### src/rtl/adc_host_pkg.sv
package adc_host_pkg;

    typedef enum logic [2:0] {
        ST_IDLE,
        ST_ADDR,
        ST_SETTLE,
        ST_MSB,
        ST_LSB,
        ST_HOLD
    } hst_state_t;

    localparam int ADDR_BITS = 5;
    localparam int RES_BITS  = 8;
    localparam int TAIL_BITS = RES_BITS - 1;
    localparam int RISE_ADDR_LAST = ADDR_BITS;
    localparam int RISE_MSB_LAST  = ADDR_BITS + 1 + RES_BITS;
    localparam int RISE_LAST      = RISE_MSB_LAST + TAIL_BITS;

endpackage

### src/rtl/adc_sclk_div.sv
module adc_sclk_div #(
    parameter int DIV_W    = 8,
    parameter int MIN_HALF = 2
) (
    input  logic             clk,
    input  logic             rst_n,
    input  logic             run,
    input  logic [DIV_W-1:0] half_period,
    output logic             tick
);
    logic [DIV_W-1:0] cnt;
    logic [DIV_W-1:0] hp_eff;

    always_comb begin
        hp_eff = (half_period < DIV_W'(MIN_HALF)) ? DIV_W'(MIN_HALF) : half_period;
        tick   = run && (cnt == hp_eff - DIV_W'(1));
    end

    always_ff @(posedge clk or negedge rst_n) begin
        if (!rst_n)
            cnt <= '0;
        else if (!run || tick)
            cnt <= '0;
        else
            cnt <= cnt + DIV_W'(1);
    end


    phase_bound_chk: assert property (@(posedge clk) disable iff (!rst_n)
        run |-> (cnt < hp_eff));

endmodule

### src/rtl/adc_rx_capture.sv
module adc_rx_capture #(
    parameter int RES_W = 8
) (
    input  logic             clk,
    input  logic             rst_n,
    input  logic             clear,
    input  logic             shift_msb,
    input  logic             shift_lsb,
    input  logic             bit_in,
    output logic [RES_W-1:0] result,
    output logic             mismatch
);
    localparam int TW = RES_W - 1;

    logic [TW-1:0] tail;

    always_ff @(posedge clk or negedge rst_n) begin
        if (!rst_n) begin
            result <= '0;
            tail   <= '0;
        end else if (clear) begin
            result <= '0;
            tail   <= '0;
        end else begin
            if (shift_msb)
                result <= {result[RES_W-2:0], bit_in};
            if (shift_lsb)
                tail <= {bit_in, tail[TW-1:1]};
        end
    end

    assign mismatch = (tail != result[RES_W-1:1]);


    capture_excl_chk: assert property (@(posedge clk) disable iff (!rst_n)
        !(shift_msb && shift_lsb));

endmodule

### src/rtl/adc_host_ctrl.sv
module adc_host_ctrl
    import adc_host_pkg::*;
#(
    parameter int DIV_W    = 8,
    parameter int MIN_HALF = 2,
    parameter int HOLD_CYC = 4
) (
    input  logic             clk,
    input  logic             rst_n,
    input  logic             start_i,
    input  logic [2:0]       chan_i,
    input  logic             single_i,
    input  logic             one_wire_i,
    input  logic [DIV_W-1:0] half_period_i,
    input  logic             do_i,
    output logic             cs_n_o,
    output logic             sclk_o,
    output logic             di_o,
    output logic             di_oe_o,
    output logic             busy_o,
    output logic             done_o,
    output logic             mismatch_o,
    output logic [7:0]       data_o
);
    localparam int HW = $clog2(HOLD_CYC) + 1;

    hst_state_t state, state_nx;
    logic [4:0]    rise_cnt;
    logic [HW-1:0] hold_cnt;
    logic [3:0]    addr_sh;
    logic          ow_q;
    logic          run, tick, rise_evt, fall_evt;
    logic          accept, shift_msb, shift_lsb, cap_mis;
    logic [7:0]    cap_res;

    assign run      = (state == ST_ADDR) || (state == ST_SETTLE) ||
                      (state == ST_MSB)  || (state == ST_LSB);
    assign rise_evt = tick && !sclk_o;
    assign fall_evt = tick && sclk_o;
    assign accept   = (state == ST_IDLE) && start_i;
    assign shift_msb = (state == ST_MSB) && rise_evt;
    assign shift_lsb = (state == ST_LSB) && rise_evt;
    assign busy_o   = (state != ST_IDLE);

    adc_sclk_div #(.DIV_W(DIV_W), .MIN_HALF(MIN_HALF)) u_div (
        .clk(clk), .rst_n(rst_n), .run(run),
        .half_period(half_period_i), .tick(tick)
    );

    adc_rx_capture #(.RES_W(RES_BITS)) u_cap (
        .clk(clk), .rst_n(rst_n), .clear(accept),
        .shift_msb(shift_msb), .shift_lsb(shift_lsb), .bit_in(do_i),
        .result(cap_res), .mismatch(cap_mis)
    );

    // state register
    always_ff @(posedge clk or negedge rst_n) begin
        if (!rst_n) state <= ST_IDLE;
        else        state <= state_nx;
    end

    always_comb begin
        state_nx = state;
        unique case (state)
            ST_IDLE:   if (start_i) state_nx = ST_ADDR;
            ST_ADDR:   if (rise_evt && rise_cnt == 5'(RISE_ADDR_LAST - 1)) state_nx = ST_SETTLE;
            ST_SETTLE: if (rise_evt) state_nx = ST_MSB;
            ST_MSB:    if (rise_evt && rise_cnt == 5'(RISE_MSB_LAST - 1)) state_nx = ST_LSB;
            ST_LSB:    if (fall_evt && rise_cnt == 5'(RISE_LAST)) state_nx = ST_HOLD;
            ST_HOLD:   if (hold_cnt == HW'(HOLD_CYC - 1)) state_nx = ST_IDLE;
            default:   state_nx = ST_IDLE;
        endcase
    end

    // outputs and counters
    always_ff @(posedge clk or negedge rst_n) begin
        if (!rst_n) begin
            cs_n_o     <= 1'b1;
            sclk_o     <= 1'b1;
            di_o       <= 1'b0;
            di_oe_o    <= 1'b0;
            done_o     <= 1'b0;
            mismatch_o <= 1'b0;
            data_o     <= '0;
            rise_cnt   <= '0;
            hold_cnt   <= '0;
            addr_sh    <= '0;
            ow_q       <= 1'b0;
        end else begin
            done_o     <= 1'b0;
            mismatch_o <= 1'b0;
            unique case (state)
                ST_IDLE: begin
                    if (start_i) begin
                        cs_n_o   <= 1'b0;
                        sclk_o   <= 1'b0;
                        di_o     <= 1'b1;
                        di_oe_o  <= 1'b1;
                        addr_sh  <= {single_i, chan_i[0], chan_i[2], chan_i[1]};
                        ow_q     <= one_wire_i;
                        rise_cnt <= '0;
                    end
                end
                ST_ADDR, ST_SETTLE, ST_MSB, ST_LSB: begin
                    if (state == ST_LSB && fall_evt && rise_cnt == 5'(RISE_LAST)) begin
                        cs_n_o   <= 1'b1;
                        di_oe_o  <= 1'b0;
                        di_o     <= 1'b0;
                        hold_cnt <= '0;
                    end else if (tick) begin
                        sclk_o <= ~sclk_o;
                        if (rise_evt)
                            rise_cnt <= rise_cnt + 5'd1;
                        if (fall_evt) begin
                            if (rise_cnt < 5'(RISE_ADDR_LAST)) begin
                                di_o    <= addr_sh[3];
                                addr_sh <= {addr_sh[2:0], 1'b0};
                            end else begin
                                di_o <= 1'b0;
                                if (ow_q) di_oe_o <= 1'b0;
                            end
                        end
                    end
                end
                ST_HOLD: begin
                    hold_cnt <= hold_cnt + HW'(1);
                    if (hold_cnt == HW'(HOLD_CYC - 1)) begin
                        done_o     <= 1'b1;
                        mismatch_o <= cap_mis;
                        data_o     <= cap_res;
                    end
                end
                default: ;
            endcase
        end
    end


    idle_lines_chk: assert property (@(posedge clk) disable iff (!rst_n)
        cs_n_o |-> sclk_o);

    cs_busy_chk: assert property (@(posedge clk) disable iff (!rst_n)
        !cs_n_o |-> busy_o);

    line_release_chk: assert property (@(posedge clk) disable iff (!rst_n)
        (ow_q && (state == ST_MSB || state == ST_LSB)) |-> !di_oe_o);

    done_pulse_chk: assert property (@(posedge clk) disable iff (!rst_n)
        done_o |=> !done_o);

    mismatch_with_done_chk: assert property (@(posedge clk) disable iff (!rst_n)
        mismatch_o |-> done_o);

endmodule

### config.mk
export PLATFORM = sky130hd
export DESIGN_NAME = adc_host_ctrl
export DESIGN_NICKNAME = d
export VERILOG_FILES = /design/src/rtl/adc_host_pkg.sv /design/src/rtl/adc_sclk_div.sv /design/src/rtl/adc_rx_capture.sv /design/src/rtl/adc_host_ctrl.sv
export SDC_FILE = /design/constraint.sdc
export NUM_CORES = 1
export LEC_CHECK = 0
export BUFFER_PORTS_ARGS = -buffer_cell sky130_fd_sc_hd__buf_2
export CAP_MARGIN = 40
export CORE_MARGIN = 4
export CORE_UTILIZATION = 55
export CTS_CLUSTER_SIZE = 8
export DETAILED_ROUTE_END_ITERATION = 10
export GPL_ROUTABILITY_DRIVEN = 0
export PLACE_DENSITY = 0.75
export SYNTH_ARGS = -nofsm -noshare
export SYNTH_HDL_FRONTEND = slang
export SYNTH_HIERARCHICAL = 1
export SYNTH_SLANG_ARGS = --single-unit
### constraint.sdc
create_clock -name clk -period 5.9 [get_ports clk]
set_clock_uncertainty 0.05 [all_clocks]
set_input_delay 0 -clock clk [delete_from_list [all_inputs] [get_ports clk]]
set_output_delay 0 -clock clk [all_outputs]
set_load 0.02 [all_outputs]
==> out/qor.yml <==
root_buffer: "clkbuf_8"
synthTopCellsByCount: "51 x dfrtp_1, 30 x nor2_1, 18 x mux2i_1, 14 x nand2_1"
finalSetupViolCount: 0
synth_top_area_frac: 0.4204
status: "complete, no violations"
grt_pass1_wl_mm: 10.33
avgRoutedWirePerCell_um: 14.76
syn_nets: 308
grt_max_degree: 54
nNetsFinal: 344
min_path_type: "input port to register"
grt.total_usage: 0.1969
setup_tns_ns: 0
power_frac_seq: 0.535
ant_nets: 0
slew_viol_final: 0
crit_type: "register to register"
highest_layer: "met4"
cp.required_ns: 6.03
cp-start-kind: "register"
pwr-share-comb: 0.226
pwr-share-clk: 0.239
synth.most_common_cell: "dfrtp_1"
worst_slew_pin_slew_ns: 0.6383
max_freq_ghz: 0.3048
p_int_mw: 0.5730
ys_warn_count: 6
crit_start: "u_div/cnt[0]$_DFF_PN0_"
wl_met3_um: 220
met1_length_mm: 2.790
post-route-period-util: 0.5560
vias: 2192
r2r-start: "u_div/cnt[0]$_DFF_PN0_"
grt_pass1_vias: 2209
pin_count: 32
dp_hpwl_mm: 4.165
cts_max_path_buffers: 2
drc_errors: 0
antenna_found_initial: 0
critPathArrivalTime_ns: 3.41
switching_power_mw: 0.2719
crit_path_end: "u_cap/result[5]$_DFFE_PN0P_"
io_buffers: 31
clk_latency_ns: 0.31
timing.reg2reg.setup_slack_ns: 2.62
drt-vias-per-instance: 5.606
timing.slew.headroom: 0.5744
synth_edf_count: 0
min_period_ns: 3.280
synthFlopType: "dfrtp_1"
cts.sinks: 53
r2r-end: "u_cap/result[5]$_DFFE_PN0P_"
die_y_um: 82.29
synth.area.top_cells: "dfrtp_1 42%, mux2i_1 5.9%, nor2_1 3.7%, mux2_2 3.0%, mux2_4 3.0%"
path_max_fanout: 9
wl_met2_mm: 2.669
cts_tree: "built"
vdd_drop_max_mv: 0.1325
hold_violations: 0
reg2reg_depth: 9
cts_resized: 0
netSwitchingFraction: 0.3218
leakagePower_nw: 1.617
drt_iter0_drc: 142
initial_core_util: 0.5796
yosysTopAreaCell: "dfrtp_1"
syn_area_mm2: 0.003035
area_delta_synth_final_pct: 11.38
synth.distinct_cells: 67
drive_gt1_frac: 0.2274
synth-seq-cells: 53
p_per_area_mw_per_mm2: 249.9
drt_wl_total_mm: 5.771
async_flop_share: 1.000
core_mm2: 0.005238
rsz0062_at_grt: "no"
seq_area_frac_synth: 0.4378
clk_pin_slew_worst_paths_ns: 0.10
die_w_um: 82.29
first_pass_iters: 7
n_antenna_cell: 0
maxCapViolations: 0
synth_area_per_cell_um2: 10.69
gr-total-overflow: 0
cp-end-kind: "register"
dieArea_mm2: 0.006772
totalPowerFinal_mw: 0.8449
cts_made_buffers: 5
cts_max_level: 2
num_rows: 26
netlist_instances: 284
==> worst min-delay path by stage <==
| stage | startpoint | end | slack [ns] | cells past startpoint |
|---|---|---|---|---|
| 3_5_place_dp | rst_n | u_div/cnt[4]$_DFF_PN0_ | 0.11 | 2 |
| 4_1_cts | half_period_i[7] | u_div/cnt[0]$_DFF_PN0_ | 0.25 | 5 |
| 3_3_place_gp | rst_n | u_div/cnt[4]$_DFF_PN0_ | 0.11 | 2 |
| 5_1_grt | half_period_i[7] | u_div/cnt[0]$_DFF_PN0_ | 0.31 | 5 |
| 2_1_floorplan | rst_n | addr_sh[0]$_DFFE_PN0P_ | -0.35 | 0 |
| 6_report | half_period_i[7] | u_div/cnt[0]$_DFF_PN0_ | 0.25 | 5 |
==> metal layers <==
metal,vias to the layer above,global-route usage
met4,0,0.06478
met5,-,0
met1,1039,0.2736
li1,1096,-
met2,47,0.3117
met3,10,0.03471
==> power by group through the flow <==
stage / Sequential, mW / Combinational, mW / Clock [mW]
3_5_place_dp: 0.459 / 0.187 / 0
5_1_grt: 0.458 / 0.217 / 0.225
6_report: 0.452 / 0.191 / 0.202
2_1_floorplan: 0.448 / 0.142 / 0
3_3_place_gp: 0.456 / 0.181 / 0
4_1_cts: 0.452 / 0.193 / 0.210
==> per-stage QoR <==
| stage | hold slack (ns) | cell area [um^2] | setup WS (ns) | instances | utilization |
|---|---|---|---|---|---|
| after floorplan | -0.3456 | 3035 | 2.949 | 284 | - |
| after global placement | 0.1119 | 3214 | 2.388 | 375 | 0.6137 |
| after CTS | 0.2453 | 3381 | 2.652 | 391 | 0.6455 |
| after detailed placement | 0.1091 | 3214 | 2.348 | 375 | 0.6137 |
| after global routing | 0.3108 | 3381 | 2.368 | 391 | 0.6455 |
| final | 0.2540 | 3381 | 2.620 | 391 | 0.6455 |
==> placed cells by master, fill, tap and decap left out, types with 6 or more instances in the layout <==
cell / synthesis / layout
dfrtp_1: 51 / 51
nor2_1: 30 / 30
mux2i_1: 18 / 18
ha_1: 7 / 7
nand2_1: 14 / 14
xor2_1: 10 / 10
a21oi_1: 10 / 10
dlygate4sd3_1: 0 / 8
xnor2_1: 8 / 8
mux2_2: 8 / 8
mux2_4: 6 / 6
nand3_1: 11 / 11
inv_1: 11 / 11
buf_2: 6 / 31
==> kinds of logic after synthesis <==
group / after synthesis / share of synthesized area
compound gates: 49 / 0.1336
xor+xnor: 18 / 0.05194
fa+ha+maj: 7 / 0.02885
buf+inv: 24 / 0.04122
flops: 53 / 0.4378
mux: 32 / 0.1187
simple gates: 101 / 0.1880
==> layout make-up <==
| class | instances | area, um^2 |
|---|---|---|
| fill | 427 | 1857 |
| clock buffer | 6 | 72.57 |
| timing repair buffer | 40 | 242.7 |
| tap | 70 | 87.58 |
| clock inverter | 2 | 13.76 |
| inverter | 13 | 53.80 |
| sequential | 53 | 1329 |
| multi-input combinational | 207 | 1582 |
==> worst max-delay path, cell delays in order (launching register included) <==
cell	delay (ns)
dfrtp_1	0.48
or4b_1	0.45
mux2i_1	0.15
a32oi_1	0.14
nor4_1	0.38
and2_1	0.33
nor2b_1	0.32
and3_1	0.53
mux2i_1	0.26
nor2_1	0.06
==> sequential cells by signal, indices dropped and copies added, names as in the netlist <==
signal	count
addr_sh	4
cs_n_o	1
u_cap/tail	7
done_o	1
u_cap/result	8
data_o	8
mismatch_o	1
u_div/cnt	8
ow_q	1
sclk_o	1
state	3
hold_cnt	3
di_o	1
rise_cnt	5
di_oe_o	1
==> timing repair <==
item | in CTS | in global routing
endpoints found under the hold margin | 59 | 0
setup buffers | 0 | 0
hold buffers | 8 | 0
Power figures use the tool's default switching activity.
